--- src/rtl/irq_group_pkg.sv ---
package irq_group_pkg;

  localparam int WORD_W = 32;
  localparam int CRIT_N = 3;
  localparam int MAIN_N = 17;
  localparam int PERI_N = 22;

  // register word addresses
  localparam int A_MAIN_MASK = 0;
  localparam int A_PERI_MASK = 1;
  localparam int A_CRIT_MASK = 2;
  localparam int A_HI_SEL    = 3;
  localparam int A_MID_SEL   = 4;
  localparam int A_STATUS    = 5;

  // implemented bits and reset values
  localparam logic [WORD_W-1:0] MAIN_WR_BITS = 32'h0001_0fff;
  localparam logic [WORD_W-1:0] PERI_WR_BITS = 32'h7fff_fc00;
  localparam logic [WORD_W-1:0] CRIT_WR_BITS = 32'h0000_000b;

  // status field positions (decoded by software)
  localparam int CRIT_LO = 8;
  localparam int CRIT_V  = 10;
  localparam int MAIN_LO = 16;
  localparam int MAIN_V  = 21;
  localparam int PERI_LO = 24;
  localparam int PERI_V  = 29;

  // promoted codes
  localparam logic [1:0] CRIT_PROMO_CODE = 2'd2;
  localparam int         MAIN_PROMO_CODE = 4;

  typedef struct packed {
    logic mainMaskWr;
    logic periMaskWr;
    logic critMaskWr;
    logic hiSelWr;
    logic midSelWr;
  } regStrobe_t;

  function automatic logic [4:0] lowestSet(input logic [31:0] v);
    logic [4:0] idx;
    idx = '0;
    for (int i = 31; i >= 0; i--) begin
      if (v[i]) idx = 5'(i);
    end
    return idx;
  endfunction

  function automatic logic [1:0] lowest4(input logic [3:0] v);
    logic [1:0] idx;
    idx = '0;
    for (int i = 3; i >= 0; i--) begin
      if (v[i]) idx = 2'(i);
    end
    return idx;
  endfunction

endpackage

--- src/rtl/irq_group_ctrl.sv ---
module irq_group_ctrl
  import irq_group_pkg::*;
#(
  parameter int ADDR_W = 3
) (
  input  logic              clk,
  input  logic              rst,
  input  logic              wrEn,
  input  logic [ADDR_W-1:0] wrAddr,
  output regStrobe_t        strobes
);

  always_comb begin
    strobes = '0;
    if (wrEn) begin
      strobes.mainMaskWr = (wrAddr == ADDR_W'(A_MAIN_MASK));
      strobes.periMaskWr = (wrAddr == ADDR_W'(A_PERI_MASK));
      strobes.critMaskWr = (wrAddr == ADDR_W'(A_CRIT_MASK));
      strobes.hiSelWr    = (wrAddr == ADDR_W'(A_HI_SEL));
      strobes.midSelWr   = (wrAddr == ADDR_W'(A_MID_SEL));
    end
  end

  // at most one register written per cycle
  p_one_strobe_r11: assert property (@(posedge clk) disable iff (rst)
    $onehot0(strobes));

  // status address and upper addresses never produce a write
  p_status_ro_r11: assert property (@(posedge clk) disable iff (rst)
    (wrEn && wrAddr >= ADDR_W'(A_STATUS)) |-> (strobes == '0));

endmodule

--- src/rtl/irq_group_dp.sv ---
module irq_group_dp
  import irq_group_pkg::*;
#(
  parameter int ADDR_W = 3
) (
  input  logic              clk,
  input  logic              rst,
  input  regStrobe_t        strobes,
  input  logic [WORD_W-1:0] wrData,
  input  logic [ADDR_W-1:0] rdAddr,
  input  logic [CRIT_N-1:0] critReq,
  input  logic [MAIN_N-1:0] mainReq,
  input  logic [PERI_N-1:0] periReq,
  output logic [WORD_W-1:0] rdData,
  output logic              irqOut
);

  logic [WORD_W-1:0] mainMaskQ, periMaskQ, critMaskQ, hiSelQ, midSelQ;
  logic [WORD_W-1:0] statusQ, statusD;
  logic [31:0]       periActive, hiHit, midHit, mainEff, periPick;
  logic [3:0]        critEff;
  logic              pastOk;

  // register storage: only implemented bits are kept
  always_ff @(posedge clk) begin
    if (rst) begin
      mainMaskQ <= MAIN_WR_BITS;
      periMaskQ <= PERI_WR_BITS;
      critMaskQ <= CRIT_WR_BITS;
      hiSelQ    <= '0;
      midSelQ   <= '0;
      statusQ   <= '0;
      pastOk    <= 1'b0;
    end else begin
      if (strobes.mainMaskWr) mainMaskQ <= wrData & MAIN_WR_BITS;
      if (strobes.periMaskWr) periMaskQ <= wrData & PERI_WR_BITS;
      if (strobes.critMaskWr) critMaskQ <= wrData & CRIT_WR_BITS;
      if (strobes.hiSelWr)    hiSelQ    <= wrData & PERI_WR_BITS;
      if (strobes.midSelWr)   midSelQ   <= wrData & PERI_WR_BITS;
      statusQ <= statusD;
      pastOk  <= 1'b1;
    end
  end

  // per-source gating of the peripheral group
  for (genvar n = 0; n < 32; n++) begin : g_peri
    if (n >= 1 && n < PERI_N) begin : g_src
      assign periActive[n] = periReq[n] & ~periMaskQ[31-n];
      assign hiHit[n]      = periActive[n] & hiSelQ[31-n];
      assign midHit[n]     = periActive[n] & midSelQ[31-n] & ~hiSelQ[31-n];
    end else begin : g_none
      assign periActive[n] = 1'b0;
      assign hiHit[n]      = 1'b0;
      assign midHit[n]     = 1'b0;
    end
  end

  // per-source gating of the main group, code 4 carries medium promotion
  for (genvar n = 0; n < 32; n++) begin : g_main
    if (n == 0 || (n >= 5 && n < MAIN_N)) begin : g_src
      assign mainEff[n] = mainReq[n] & ~mainMaskQ[16-n];
    end else if (n == MAIN_PROMO_CODE) begin : g_promo
      assign mainEff[n] = |midHit;
    end else begin : g_none
      assign mainEff[n] = 1'b0;
    end
  end

  assign critEff = {critReq[2] & ~critMaskQ[3], |hiHit,
                    critReq[1] & ~critMaskQ[1], critReq[0] & ~critMaskQ[0]};

  assign periPick = (|hiHit) ? hiHit : ((|midHit) ? midHit : periActive);

  always_comb begin
    statusD = '0;
    statusD[CRIT_V]        = |critEff;
    statusD[CRIT_LO +: 2]  = lowest4(critEff);
    statusD[MAIN_V]        = |mainEff;
    statusD[MAIN_LO +: 5]  = lowestSet(mainEff);
    statusD[PERI_V]        = |periActive;
    statusD[PERI_LO +: 5]  = lowestSet(periPick);
  end

  assign irqOut = statusQ[CRIT_V] | statusQ[MAIN_V] | statusQ[PERI_V];

  always_comb begin
    case (rdAddr)
      ADDR_W'(A_MAIN_MASK): rdData = mainMaskQ;
      ADDR_W'(A_PERI_MASK): rdData = periMaskQ;
      ADDR_W'(A_CRIT_MASK): rdData = critMaskQ;
      ADDR_W'(A_HI_SEL):    rdData = hiSelQ;
      ADDR_W'(A_MID_SEL):   rdData = midSelQ;
      ADDR_W'(A_STATUS):    rdData = statusQ;
      default:              rdData = '0;
    endcase
  end

  // status and request line clear right after reset
  p_reset_clear_r1: assert property (@(posedge clk)
    $past(rst) |-> (statusQ == '0 && !irqOut));

  // critical code 3 only for an enabled third critical request
  p_crit_src_r3: assert property (@(posedge clk) disable iff (rst || !pastOk)
    (statusQ[CRIT_V] && statusQ[CRIT_LO +: 2] == 2'd3) |->
      $past(critReq[2] && !critMaskQ[3] && !(|hiHit)));

  // ignored main requests alone never validate the main field
  p_main_ignored_r4: assert property (@(posedge clk) disable iff (rst || !pastOk)
    (mainReq[4:1] != 4'b0 && mainEff == 32'b0) |=> !statusQ[MAIN_V]);

  // reported peripheral source was pending and enabled
  p_peri_src_r5: assert property (@(posedge clk) disable iff (rst || !pastOk)
    statusQ[PERI_V] |->
      (($past(periActive) & (32'd1 << statusQ[PERI_LO +: 5])) != 32'b0));

  // the ignored peripheral request never validates the field
  p_peri_ignored_r5: assert property (@(posedge clk) disable iff (rst || !pastOk)
    (periReq[0] && periActive == 32'b0) |=> !statusQ[PERI_V]);

  // high promotion appears in the critical field
  p_promo_hi_r6: assert property (@(posedge clk) disable iff (rst || !pastOk)
    $past(|hiHit) |-> (statusQ[CRIT_V] && statusQ[CRIT_LO +: 2] <= CRIT_PROMO_CODE));

  // medium promotion appears in the main field
  p_promo_mid_r7: assert property (@(posedge clk) disable iff (rst || !pastOk)
    $past(|midHit) |-> (statusQ[MAIN_V] && statusQ[MAIN_LO +: 5] <= 5'(MAIN_PROMO_CODE)));

  // request line follows the pending state of the prior cycle
  p_irq_level_r10: assert property (@(posedge clk) disable iff (rst || !pastOk)
    irqOut == $past((|critEff) || (|mainEff) || (|periActive)));

endmodule

--- src/rtl/irq_group_encoder.sv ---
module irq_group_encoder
  import irq_group_pkg::*;
#(
  parameter int ADDR_W = 3
) (
  input  logic              clk,
  input  logic              rst,
  input  logic [CRIT_N-1:0] critReq,
  input  logic [MAIN_N-1:0] mainReq,
  input  logic [PERI_N-1:0] periReq,
  input  logic [ADDR_W-1:0] regAddr,
  input  logic              regWrEn,
  input  logic [WORD_W-1:0] regWrData,
  output logic [WORD_W-1:0] regRdData,
  output logic              irqOut
);

  regStrobe_t strobes;

  irq_group_ctrl #(.ADDR_W(ADDR_W)) i_ctrl (
    .clk     (clk),
    .rst     (rst),
    .wrEn    (regWrEn),
    .wrAddr  (regAddr),
    .strobes (strobes)
  );

  irq_group_dp #(.ADDR_W(ADDR_W)) i_dp (
    .clk     (clk),
    .rst     (rst),
    .strobes (strobes),
    .wrData  (regWrData),
    .rdAddr  (regAddr),
    .critReq (critReq),
    .mainReq (mainReq),
    .periReq (periReq),
    .rdData  (regRdData),
    .irqOut  (irqOut)
  );

endmodule

--- config.mk ---
export PLATFORM = sky130hd
export DESIGN_NAME = irq_group_encoder
export DESIGN_NICKNAME = d
export VERILOG_FILES = /design/src/rtl/irq_group_pkg.sv /design/src/rtl/irq_group_ctrl.sv /design/src/rtl/irq_group_dp.sv /design/src/rtl/irq_group_encoder.sv
export SDC_FILE = /design/constraint.sdc
export NUM_CORES = 1
export LEC_CHECK = 0
export BUFFER_PORTS_ARGS = -buffer_cell sky130_fd_sc_hd__buf_4
export CAP_MARGIN = 0
export CORE_MARGIN = 2
export CORE_UTILIZATION = 50
export CTS_CLUSTER_SIZE = 16
export DETAILED_ROUTE_END_ITERATION = 6
export GPL_TIMING_DRIVEN = 0
export MAX_ROUTING_LAYER = met4
export PLACE_DENSITY = 0.78
export SYNTH_ARGS = -nofsm -noshare
export SYNTH_HDL_FRONTEND = slang
export SYNTH_SLANG_ARGS = --single-unit
export TNS_END_PERCENT = 5
--- constraint.sdc ---
create_clock -name clk -period 6.25 [get_ports clk]
set_input_delay 1.875 -clock clk [delete_from_list [all_inputs] [get_ports clk]]
set_output_delay 1.875 -clock clk [all_outputs]
set_load 0.1 [all_outputs]
==> flow_summary_export.csv <==
group,metric,value,unit
clocking,cts_setup_buffers,0,
yosys,yosys_warnings,0,
power_and_ir_drop,power.switching,466,uW
clocking,cts_max_path_buffers,2,
sta,drv_slew,0,
routing,viasPerCell,6.06,
finish,nets,921,
routing,ant_nets,0,
floorplanning,core.rowCount,38,
sta,setup_viol,0,
power_and_ir_drop,power_density,203,nW/um^2
yosys,syn_inst,727,
critical_path,path_max_fanout,10,
routing,drt_first_pass_iters,6,
power_and_ir_drop,worst_ir_drop_vdd,0.120,mV
finish,final_common_cell,"nand2_1",
critical_path,arrival,4.29,ns
power_and_ir_drop,clkPwrFrac,0.289,
clocking,cts_tree,"built",
critical_path,setup.worst_path.end_class,"output port",
hold_path,min_path_type,"register to register",
floorplanning,dieArea,11900,sq um
sta,tightest_slew,1.14,ns
grt,grt.total_usage,0.373,
finish,diodes,0,
grt,antenna_found_initial,0,
power_and_ir_drop,intPower,880,uW
yosys,synth_ff_type,"dfxtp_1",
power_and_ir_drop,switching_share,0.346,
sta,min_period,6.17,ns
yosys,synth-edff-count,0,
sta,hold_viol,0,
clocking,clk_pin_slew,0.08,ns
yosys,netlist_area,5510,sq um
sta,hold_slack,0.480,ns
run_status,status,"finished, final reports clean",
routing,drt-met1-wl,9.26,mm
placement,io_buffers,103,
routing,wl_per_cell,21.9,um
finish,drive_gt1_frac,0.169,
finish,area_growth,20.6,%
sta,rsz0062_at_grt,"false",
critical_path,worst_ep_required_time,4.38,ns
floorplanning,initial_core_util,0.510,
sta,skew,0.0191,ns
sta,fin_crit_sh,0.987,
finish,finalInstanceArea,6640,sq um
yosys,async_reset_ff_frac,0,
power_and_ir_drop,share_seq_of_total_power,0.473,
floorplanning,core,10800,sq um
routing,drc,0,
clocking,clock_latency,0.39,ns
sta,slew_headroom,0.237,
placement,place_area,6460,sq um
critical_path,start_kind,"input pin",
placement,dp.cells,970,
clocking,numCtsBuffers,9,
clocking,cts_htree_levels,3,
finish,final_cell_mix,"147 x nand2_1, 104 x buf_4, 94 x dfxtp_1",
routing,dr_wl_met2,9.71,mm
floorplanning,ios,113,
placement,routabilityCongestion,1.09,
yosys,ys_seq_elements,94,
placement,hpwl,16.5,mm
sta,finalSetupTns,0,ns
critical_path,critPathKind,"input pin to output port",
yosys,yosys.cell_types.count,67,
grt,grt_max_degree,16,
power_and_ir_drop,cellLeakagePower,2.66,nW
routing,route.met3.wl,1.97,mm
clocking,cts_sinks,94,
clocking,root_buffer,"clkbuf_8",
yosys,synth_fp_nets,807,
sta,setup_ws,0.0834,ns
grt,grt_first_pass_wirelength,31.6,mm
grt,overflow,0,
finish,layoutNonFillerInstCount,986,
finish,fill_cells,1013,
placement,post-place-ws,-0.370,ns
grt,grt_pass1_vias,5619,
yosys,ys_seq_area_frac,0.342,
floorplanning,die_w,109,um
power_and_ir_drop,finalPower,1.35,mW
power_and_ir_drop,comb_power_share,0.239,
flow_run,cap_violations,0,
routing,dr.max_layer_used,"met4",
routing,drt_first_iter_violations,641,
yosys,syn_avg_cell_area,7.57,sq um
finish,post-route-util,0.615,
routing,wirelength,21.6,mm
floorplanning,die_h,109,um
sta,fmax,162,MHz
routing,vias,5972,
==> power by group through the flow <==
stage,Combinational [mW],Sequential (mW),Clock (mW)
floorplan,0.209,0.644,0
global placement,0.312,0.648,0
detailed placement,0.315,0.649,0
CTS,0.316,0.635,0.385
global route,0.336,0.638,0.408
finish,0.322,0.636,0.388
==> kinds of logic (layout without fill, tap and decap cells) <==
group	Yosys count	after routing	synth area share
AND/OR/NAND/NOR	347	347	0.322
buffers and inverters	61	180	0.0470
multiplexers	25	25	0.0500
flip-flops	94	94	0.342
other	1	1	0.000681
AO/OA/AOI/OAI	199	199	0.238
==> state kept, by name, summed over array words and instances (netlist names) <==
register        flops
i_dp.critMaskQ      3
i_dp.hiSelQ        21
i_dp.mainMaskQ     13
i_dp.midSelQ       21
i_dp.periMaskQ     21
i_dp.statusQ       15
==> layout make-up <==
cell class,count,area (sq um),area share
Timing Repair Buffer,103,773,0.116
Buffer,44,198,0.0298
Sequential cell,94,1880,0.283
Inverter,17,63.8,0.00961
Clock buffer,10,138,0.0207
Clock inverter,6,37.5,0.00565
Multi-Input combinational cell,572,3370,0.508
Tap cell,140,175,0.0264
==> layer usage <==
| metal | up-vias | GRT usage |
|---|---|---|
| met3 | 43 | 0.0759 |
| met4 | 0 | 0.147 |
| met5 | - | - |
| met2 | 321 | 0.575 |
| met1 | 2819 | 0.480 |
| li1 | 2789 | - |
==> final timing paths <==
| kind | from | end | slack [ns] | depth (start not counted) |
|---|---|---|---|---|
| worst min register to register | i_dp.midSelQ[21]$_SDFFE_PP0P_ | i_dp.midSelQ[21]$_SDFFE_PP0P_ | 0.48 | 2 |
| worst max register to register | i_dp.hiSelQ[24]$_SDFFE_PP0P_ | i_dp.statusQ[24]$_SDFF_PP0_ | 2.82 | 9 |
| worst min-delay path | i_dp.midSelQ[21]$_SDFFE_PP0P_ | i_dp.midSelQ[21]$_SDFFE_PP0P_ | 0.48 | 2 |
| worst max-delay path | regAddr[2] | regRdData[22] | 0.08 | 9 |
==> synth_stat cells, types with 3 or more instances <==
cell type	instances	area share
nand2_1	147	0.10
o21ai_0	32	0.029
and3b_1	3	0.0048
a21oi_1	71	0.065
buf_6	3	0.0061
o21a_1	3	0.0041
and2_1	8	0.0091
or3_1	3	0.0034
nand2b_1	32	0.036
clkbuf_1	35	0.024
nor3_1	9	0.0082
nand3_1	9	0.0082
o22ai_1	9	0.010
nor2_1	32	0.022
buf_2	3	0.0027
dfxtp_1	94	0.34
nor4_1	3	0.0034
o211ai_1	3	0.0041
nand3b_1	26	0.035
nor2b_1	53	0.060
nand4_1	7	0.0080
a22o_1	12	0.019
a211o_1	26	0.041
inv_1	17	0.012
a31oi_1	7	0.0080
mux2i_1	23	0.042
o2111ai_1	4	0.0064
==> critical path, cell delays in order <==
cell and delay (ns):
buf_4 0.09, clkbuf_1 0.46, nor2b_1 0.40, nor2b_1 0.18
clkbuf_2 0.33, buf_2 0.40, nand2_1 0.09, o21ai_0 0.11
buf_4 0.34
==> repair_timing <==
item,4_1_cts,5_1_grt
hold buffers,0,0
resized for setup,2,0
setup endpoints to repair,10,0
Note: power is estimated with default switching activity, not from simulation.
